[config.mk]
export PLATFORM = sky130hd
export DESIGN_NAME = xbar_cmd_ctrl
export DESIGN_NICKNAME = d
export VERILOG_FILES = /design/src/rtl/xbar_pkg.sv /design/src/rtl/xbar_sync.sv /design/src/rtl/xbar_cmd_decode.sv /design/src/rtl/xbar_route_store.sv /design/src/rtl/xbar_cmd_ctrl.sv
export SDC_FILE = /design/constraint.sdc
export NUM_CORES = 1
export LEC_CHECK = 0
export BUFFER_PORTS_ARGS = -buffer_cell sky130_fd_sc_hd__buf_2
export CORE_UTILIZATION = 35
export DETAILED_ROUTE_END_ITERATION = 8
export SYNTH_ARGS = -nofsm -noshare
export SYNTH_HDL_FRONTEND = slang
export SYNTH_SLANG_ARGS = --single-unit
[constraint.sdc]
create_clock -name clk -period 2 [get_ports clk]
set_input_delay 0.2 -clock clk [delete_from_list [all_inputs] [get_ports clk]]
set_output_delay 0.2 -clock clk [all_outputs]
set_load 0.02 [all_outputs]
[src/rtl/xbar_pkg.sv]
package xbar_pkg;

    localparam int CODE_W = 4;

    typedef logic [CODE_W-1:0] sel_code_t;

    localparam sel_code_t CODE_GND     = 4'd8;
    localparam sel_code_t CODE_DIS_ONE = 4'd11;
    localparam sel_code_t CODE_EN_ONE  = 4'd12;
    localparam sel_code_t CODE_DIS_ALL = 4'd13;
    localparam sel_code_t CODE_EN_ALL  = 4'd14;
    localparam sel_code_t CODE_SWLATCH = 4'd15;

    typedef enum logic [2:0] {
        OP_NONE,
        OP_ROUTE,
        OP_DIS_ONE,
        OP_EN_ONE,
        OP_DIS_ALL,
        OP_EN_ALL,
        OP_SWLATCH
    } op_e;

    typedef struct packed {
        op_e       op;
        sel_code_t val;
    } cmd_t;

endpackage

[src/rtl/xbar_sync.sv]
module xbar_sync #(
    parameter int W      = 1,
    parameter int STAGES = 2
) (
    input  logic         clk,
    input  logic         rst_n,
    input  logic [W-1:0] async_i,
    output logic [W-1:0] sync_o
);

    logic [STAGES-1:0][W-1:0] pipe_d, pipe_q;

    always_comb begin
        pipe_d[0] = async_i;
        for (int i = 1; i < STAGES; i++) begin
            pipe_d[i] = pipe_q[i-1];
        end
    end

    always_ff @(posedge clk or negedge rst_n) begin
        if (!rst_n) pipe_q <= '0;
        else        pipe_q <= pipe_d;
    end

    assign sync_o = pipe_q[STAGES-1];

endmodule

[src/rtl/xbar_cmd_decode.sv]
module xbar_cmd_decode
    import xbar_pkg::*;
(
    input  sel_code_t code_i,
    output cmd_t      cmd_o
);

    always_comb begin
        cmd_o.val = code_i;
        unique case (code_i)
            CODE_DIS_ONE: cmd_o.op = OP_DIS_ONE;
            CODE_EN_ONE:  cmd_o.op = OP_EN_ONE;
            CODE_DIS_ALL: cmd_o.op = OP_DIS_ALL;
            CODE_EN_ALL:  cmd_o.op = OP_EN_ALL;
            CODE_SWLATCH: cmd_o.op = OP_SWLATCH;
            4'd9, 4'd10:  cmd_o.op = OP_NONE;
            default:      cmd_o.op = (code_i <= CODE_GND) ? OP_ROUTE : OP_NONE;
        endcase
    end

endmodule

[src/rtl/xbar_route_store.sv]
module xbar_route_store
    import xbar_pkg::*;
#(
    parameter int N_OUT  = 8,
    parameter int ADDR_W = 3
) (
    input  logic                     clk,
    input  logic                     rst_n,
    input  logic                     cmd_vld_i,
    input  cmd_t                     cmd_i,
    input  logic [ADDR_W-1:0]        addr_i,
    input  logic                     lat_lvl_i,
    input  logic                     lat_rise_i,
    input  logic                     edge_mode_i,
    output logic [N_OUT-1:0][CODE_W-1:0] slave_o,
    output logic [N_OUT-1:0]         en_o
);

    typedef struct packed {
        logic [N_OUT-1:0][CODE_W-1:0] master;
        logic [N_OUT-1:0][CODE_W-1:0] slave;
        logic [N_OUT-1:0]             en;
    } store_t;

    store_t st_d, st_q;
    logic   addr_ok;
    logic   swl;

    assign addr_ok = (int'(addr_i) < N_OUT);

    always_comb begin
        st_d = st_q;
        swl  = 1'b0;
        if (cmd_vld_i) begin
            unique case (cmd_i.op)
                OP_ROUTE:   if (addr_ok) st_d.master[addr_i] = cmd_i.val;
                OP_DIS_ONE: if (addr_ok) st_d.en[addr_i] = 1'b0;
                OP_EN_ONE:  if (addr_ok) st_d.en[addr_i] = 1'b1;
                OP_DIS_ALL: st_d.en = '0;
                OP_EN_ALL:  st_d.en = '1;
                OP_SWLATCH: swl = lat_lvl_i;
                default:    ;
            endcase
        end
        if (edge_mode_i) begin
            if (lat_rise_i || swl) st_d.slave = st_d.master;
        end else begin
            if (!lat_lvl_i || swl) st_d.slave = st_d.master;
        end
    end

    always_ff @(posedge clk or negedge rst_n) begin
        if (!rst_n) st_q <= '0;
        else        st_q <= st_d;
    end

    assign slave_o = st_q.slave;
    assign en_o    = st_q.en;

endmodule

[src/rtl/xbar_cmd_ctrl.sv]
module xbar_cmd_ctrl
    import xbar_pkg::*;
#(
    parameter int  N_OUT       = 8,
    parameter int  SYNC_STAGES = 2,
    localparam int ADDR_W      = (N_OUT > 1) ? $clog2(N_OUT) : 1,
    localparam int ROUTE_W     = N_OUT * CODE_W
) (
    input  logic               clk,
    input  logic               rst_n,
    input  logic               wr_i,
    input  logic               ce_hi_i,
    input  logic               ce_lo_n_i,
    input  logic [ADDR_W-1:0]  addr_i,
    input  logic [CODE_W-1:0]  code_i,
    input  logic               latch_i,
    input  logic               edge_mode_i,
    output logic [ROUTE_W-1:0] route_o,
    output logic [N_OUT-1:0]   out_en_o
);

    // bit 1: latch, bit 0: qualified write strobe
    logic [1:0] raw, sync, prev_d, prev_q, rise;
    cmd_t       cmd;
    logic [N_OUT-1:0][CODE_W-1:0] slave;

    assign raw = {latch_i, wr_i & ce_hi_i & ~ce_lo_n_i};

    xbar_sync #(.W(2), .STAGES(SYNC_STAGES)) sync_i (
        .clk     (clk),
        .rst_n   (rst_n),
        .async_i (raw),
        .sync_o  (sync)
    );

    always_comb begin
        prev_d = sync;
        rise   = sync & ~prev_q;
    end

    always_ff @(posedge clk or negedge rst_n) begin
        if (!rst_n) prev_q <= '0;
        else        prev_q <= prev_d;
    end

    xbar_cmd_decode dec_i (
        .code_i (code_i),
        .cmd_o  (cmd)
    );

    xbar_route_store #(.N_OUT(N_OUT), .ADDR_W(ADDR_W)) store_i (
        .clk         (clk),
        .rst_n       (rst_n),
        .cmd_vld_i   (rise[0]),
        .cmd_i       (cmd),
        .addr_i      (addr_i),
        .lat_lvl_i   (sync[1]),
        .lat_rise_i  (rise[1]),
        .edge_mode_i (edge_mode_i),
        .slave_o     (slave),
        .en_o        (out_en_o)
    );

    assign route_o = slave;

endmodule

==> results.txt <==
----------------------------------------------------
[Run status]
  Result of the run ... finished clean

[Floorplan]
  Die width ... 104.1 um
  IO Count ... 54
  Number of rows in the core area ... 36
  Effective utilization at floorplan ... between 30% and 40%
  Die Area ... approximately 0.011 sq mm
  Core Footprint ... 0.009955 sq mm
  Vertical extent of the die ... 104.1 um

[Global route]
  Total overflow reported by the global router ... 0
  Antenna violations before repair ... 0
  Combined global-route utilization of all metal layers ... between 10% and 20%
  Via count of the first global-routing pass ... 2209
  Wire length of the first global-routing pass ... 11960 um
  Pin count of the biggest net entering global routing ... 41

[Route]
  Post-route DRC ... 0
  DRT antenna net count ... 0
  Total iterations of the first detailed-routing run ... 4
  Average wire length per cell after detail routing ... 16.00 um
  Total wirelength of the detailed-routed design ... 7167 um
  Via count of the routed design ... roughly 2100
  Initial drt markers ... 103
  Via-per-instance ratio ... 4.788

[Clock network]
  CTS Buf Count ... 9
  Register clock-pin slew on the reported worst setup and hold paths ... 0.08 ns
  # clock sinks ... 78
  # H-tree levels ... 3
  Worst-Skew Late Latency ... 0.35 ns
  Longest Clk Path Bufs ... 2
  TritonCTS clock tree ... done
  Clock tree root buffer cell ... sky130_fd_sc_hd__clkbuf_8

[Final layout]
  Final net count ... 324
  Share of cells above drive strength 1 ... 41.90%
  Number of antenna cells inserted ... 0
  Area Growth Syn to Fin ... 11.42%
  Cell area after layout ... slightly above 0.004 sq mm

[Placement]
  Global placement routability congestion ... between 0.7 and 0.8
  Buffers on Ports ... 53
  Placement Cell Area ... between 0.003 and 0.004 sq mm
  Half-perimeter wire length of the detailed placement result ... about 4900 um

[Worst setup path]
  Endpoint required time on the critical path ... approximately 2.2 ns
  Peak fanout along the critical path ... 16
  First element of the critical path ... prev_q[0]
  Startpoint class of the critical path ... flop
  Launch point of the worst reg-to-reg path ... prev_q[0]
  Worst Path Class, Setup ... flop to flop
  Nature of the critical path endpoint ... flop
  Critical path arrival ... 1.93 ns

[Timing]
  Final setup viols ... 0
  Clock tree skew after final layout ... 0.005925 ns
  Worst slew margin ... 60.76%
  Highest achievable clock rate ... between 500 and 600 MHz
  Shortest clock period the worst path allows after layout ... ~1.7 ns
  Least-Margin Pin Slew ... 0.5861 ns
  Setup TNS Final ... 0 ns
  RSZ-0062 raised after global routing ... false
  Final Max Slew Viols ... 0
  Final Cycle Share ... ~85%
  Final hold violation count ... 0

[Pwr]
  Pwr/cell area ... 985.0 mW/mm^2
  Peak VDD IR ... just over 0.5 mV
  Static leakage power ... a little over 2 nW
  Total power ... 0.004004 W

[Logic synthesis]
  Average footprint of a synthesized cell ... 12.80 sq um
  Number of warning messages in the yosys log ... 0
  Leading post-synthesis cells by cell area ... sky130_fd_sc_hd__dfrtp_1 (53%), sky130_fd_sc_hd__mux2_4 (12%), sky130_fd_sc_hd__buf_4 (8.2%)
  Share of the yosys chip area belonging to registers ... 53.50%
  Net count after synthesis ... 299
  Number of distinct library cells after synthesis ... 33
  Cell taking the most area after synthesis ... sky130_fd_sc_hd__dfrtp_1
  Number of standard cells after synthesis ... 285
  Mapped cell area ... around 0.0036 sq mm
  Synthesized flop and latch total ... 78
  Proportion of netlist area held by the largest area contributor ... around 53%

[Run]
  Max cap viols ... 0

[Worst hold path]
  Min-delay worst type ... primary input to flop
  Hold Startpoint ... ce_hi_i

----------------------------------------------------
## synthesized netlist by cell type (all sizes together)
cell / count
a21boi: 1
a21oi: 30
a22o: 24
a31oi: 8
and2: 1
and3: 1
and3b: 4
buf: 53
clkbuf: 5
dfrtp: 78
inv: 1
mux2: 32
nand2: 2
nand2b: 2
nand3: 8
nor2: 4
nor2b: 1
nor3: 2
nor3b: 7
o211a: 1
o211ai: 1
o21ai: 9
o22ai: 1
o2bb2a: 1
o31ai: 1
or2: 7
## layer usage
layer / wire length [um] / up-vias / GRT usage (%) / share of wire, %
met5: 0 / - / 0 / 0
met4: 94 / 0 / 4.694 / 1.3
met3: 356 / 8 / 4.449 / 5.0
met2: 3143 / 52 / 20.52 / 44
met1: 3572 / 1058 / 20.29 / 50
li1: - / 1027 / - / -
## layout by cell type (no fill, tap or decap), types with 2 or more instances in the layout
cell type                       Yosys  final
sky130_fd_sc_hd__dfrtp_1           78     78
sky130_fd_sc_hd__buf_2              7     52
sky130_fd_sc_hd__a21oi_1           30     30
sky130_fd_sc_hd__mux2_4            30     30
sky130_fd_sc_hd__a22o_1            24     24
sky130_fd_sc_hd__buf_4             40     16
sky130_fd_sc_hd__o21ai_0            9      9
sky130_fd_sc_hd__clkbuf_8           0      9
sky130_fd_sc_hd__nand3_1            8      8
sky130_fd_sc_hd__a31oi_1            8      8
sky130_fd_sc_hd__or2_2              7      7
sky130_fd_sc_hd__nor3b_2            6      6
sky130_fd_sc_hd__nor2_1             4      4
sky130_fd_sc_hd__and3b_1            4      4
sky130_fd_sc_hd__bufinv_16          0      3
sky130_fd_sc_hd__dlygate4sd3_1      0      3
sky130_fd_sc_hd__nand2b_1           2      2
sky130_fd_sc_hd__nand2_1            2      2
sky130_fd_sc_hd__mux2_2             2      2
sky130_fd_sc_hd__clkbuf_1           2      2
## final cells by class
class                           instances  area [sq um]
Clock inverter                          5         106.4
Multi-Input combinational cell        148          1275
Sequential cell                        78          1952
Fill cell                             939          5889
Timing Repair Buffer                   72         430.4
Clock buffer                           11         131.4
Inverter                                1         3.754
Tap cell                              133         166.4
## report_power, final
| part | switching, W | total [W] | internal [W] |
|---|---|---|---|
| Clock | 0.000573 | 0.00141 | 0.000835 |
| Combinational | 0.000397 | 0.000741 | 0.000344 |
| Sequential | 0.0000842 | 0.00185 | 0.00177 |
## flip-flops by register name (all words and copies together) (netlist names)
register / count
store_i.slave_o: 32
store_i.st_q: 32
sync_i.pipe_d: 2
sync_i.sync_o: 2
prev_q: 2
store_i.en_o: 8
## worst paths after layout
check,to,slack (ns),cells past startpoint
setup reg to reg,store_i.slave_o[18],0.30,5
min in group asynchronous,store_i.slave_o[23],0.37,2
hold / removal,sync_i.pipe_d[2],0.06,3
hold reg to reg,sync_i.sync_o[1],0.37,0
setup / recovery,store_i.slave_o[18],0.30,5
max in group asynchronous,store_i.st_q[40],1.05,3
## cells by family after synthesis
kind of cell / count (synthesis) / synth area share, %
AND/OR/NAND/NOR: 39 / 7.785
multiplexers: 32 / 12.96
flip-flops: 78 / 53.50
buffers and inverters: 59 / 11.56
AO/OA/AOI/OAI: 77 / 14.20
## stage by stage
stage | util, % | worst slack [ns] | std cells | hold slack (ns)
after floorplan | - | 0.3935 | 285 | -0.09559
after global placement | 38.15 | 0.3291 | 429 | 0.1979
after detailed placement | 38.15 | 0.3032 | 429 | 0.2104
after CTS | 40.84 | 0.2912 | 448 | 0.04850
after global routing | 40.84 | 0.2248 | 448 | 0.06871
final | 40.84 | 0.2977 | 448 | 0.05999
## timing repair
item / in CTS / in global routing
hold buffers: 3 / 0
resized for setup: 0 / 0
buffers inserted: 0 / 0
setup endpoints to repair: 0 / 0
hold endpoints to repair: 40 / 0
## worst max-delay path, cell delays in order, from the launching register on
cell	delay, ns
sky130_fd_sc_hd__dfrtp_1	0.37
sky130_fd_sc_hd__nand2b_1	0.26
sky130_fd_sc_hd__nor3b_4	0.27
sky130_fd_sc_hd__o22ai_4	0.10
sky130_fd_sc_hd__buf_4	0.24
sky130_fd_sc_hd__mux2_4	0.33
No activity file was read; power rests on OpenSTA's default activity.
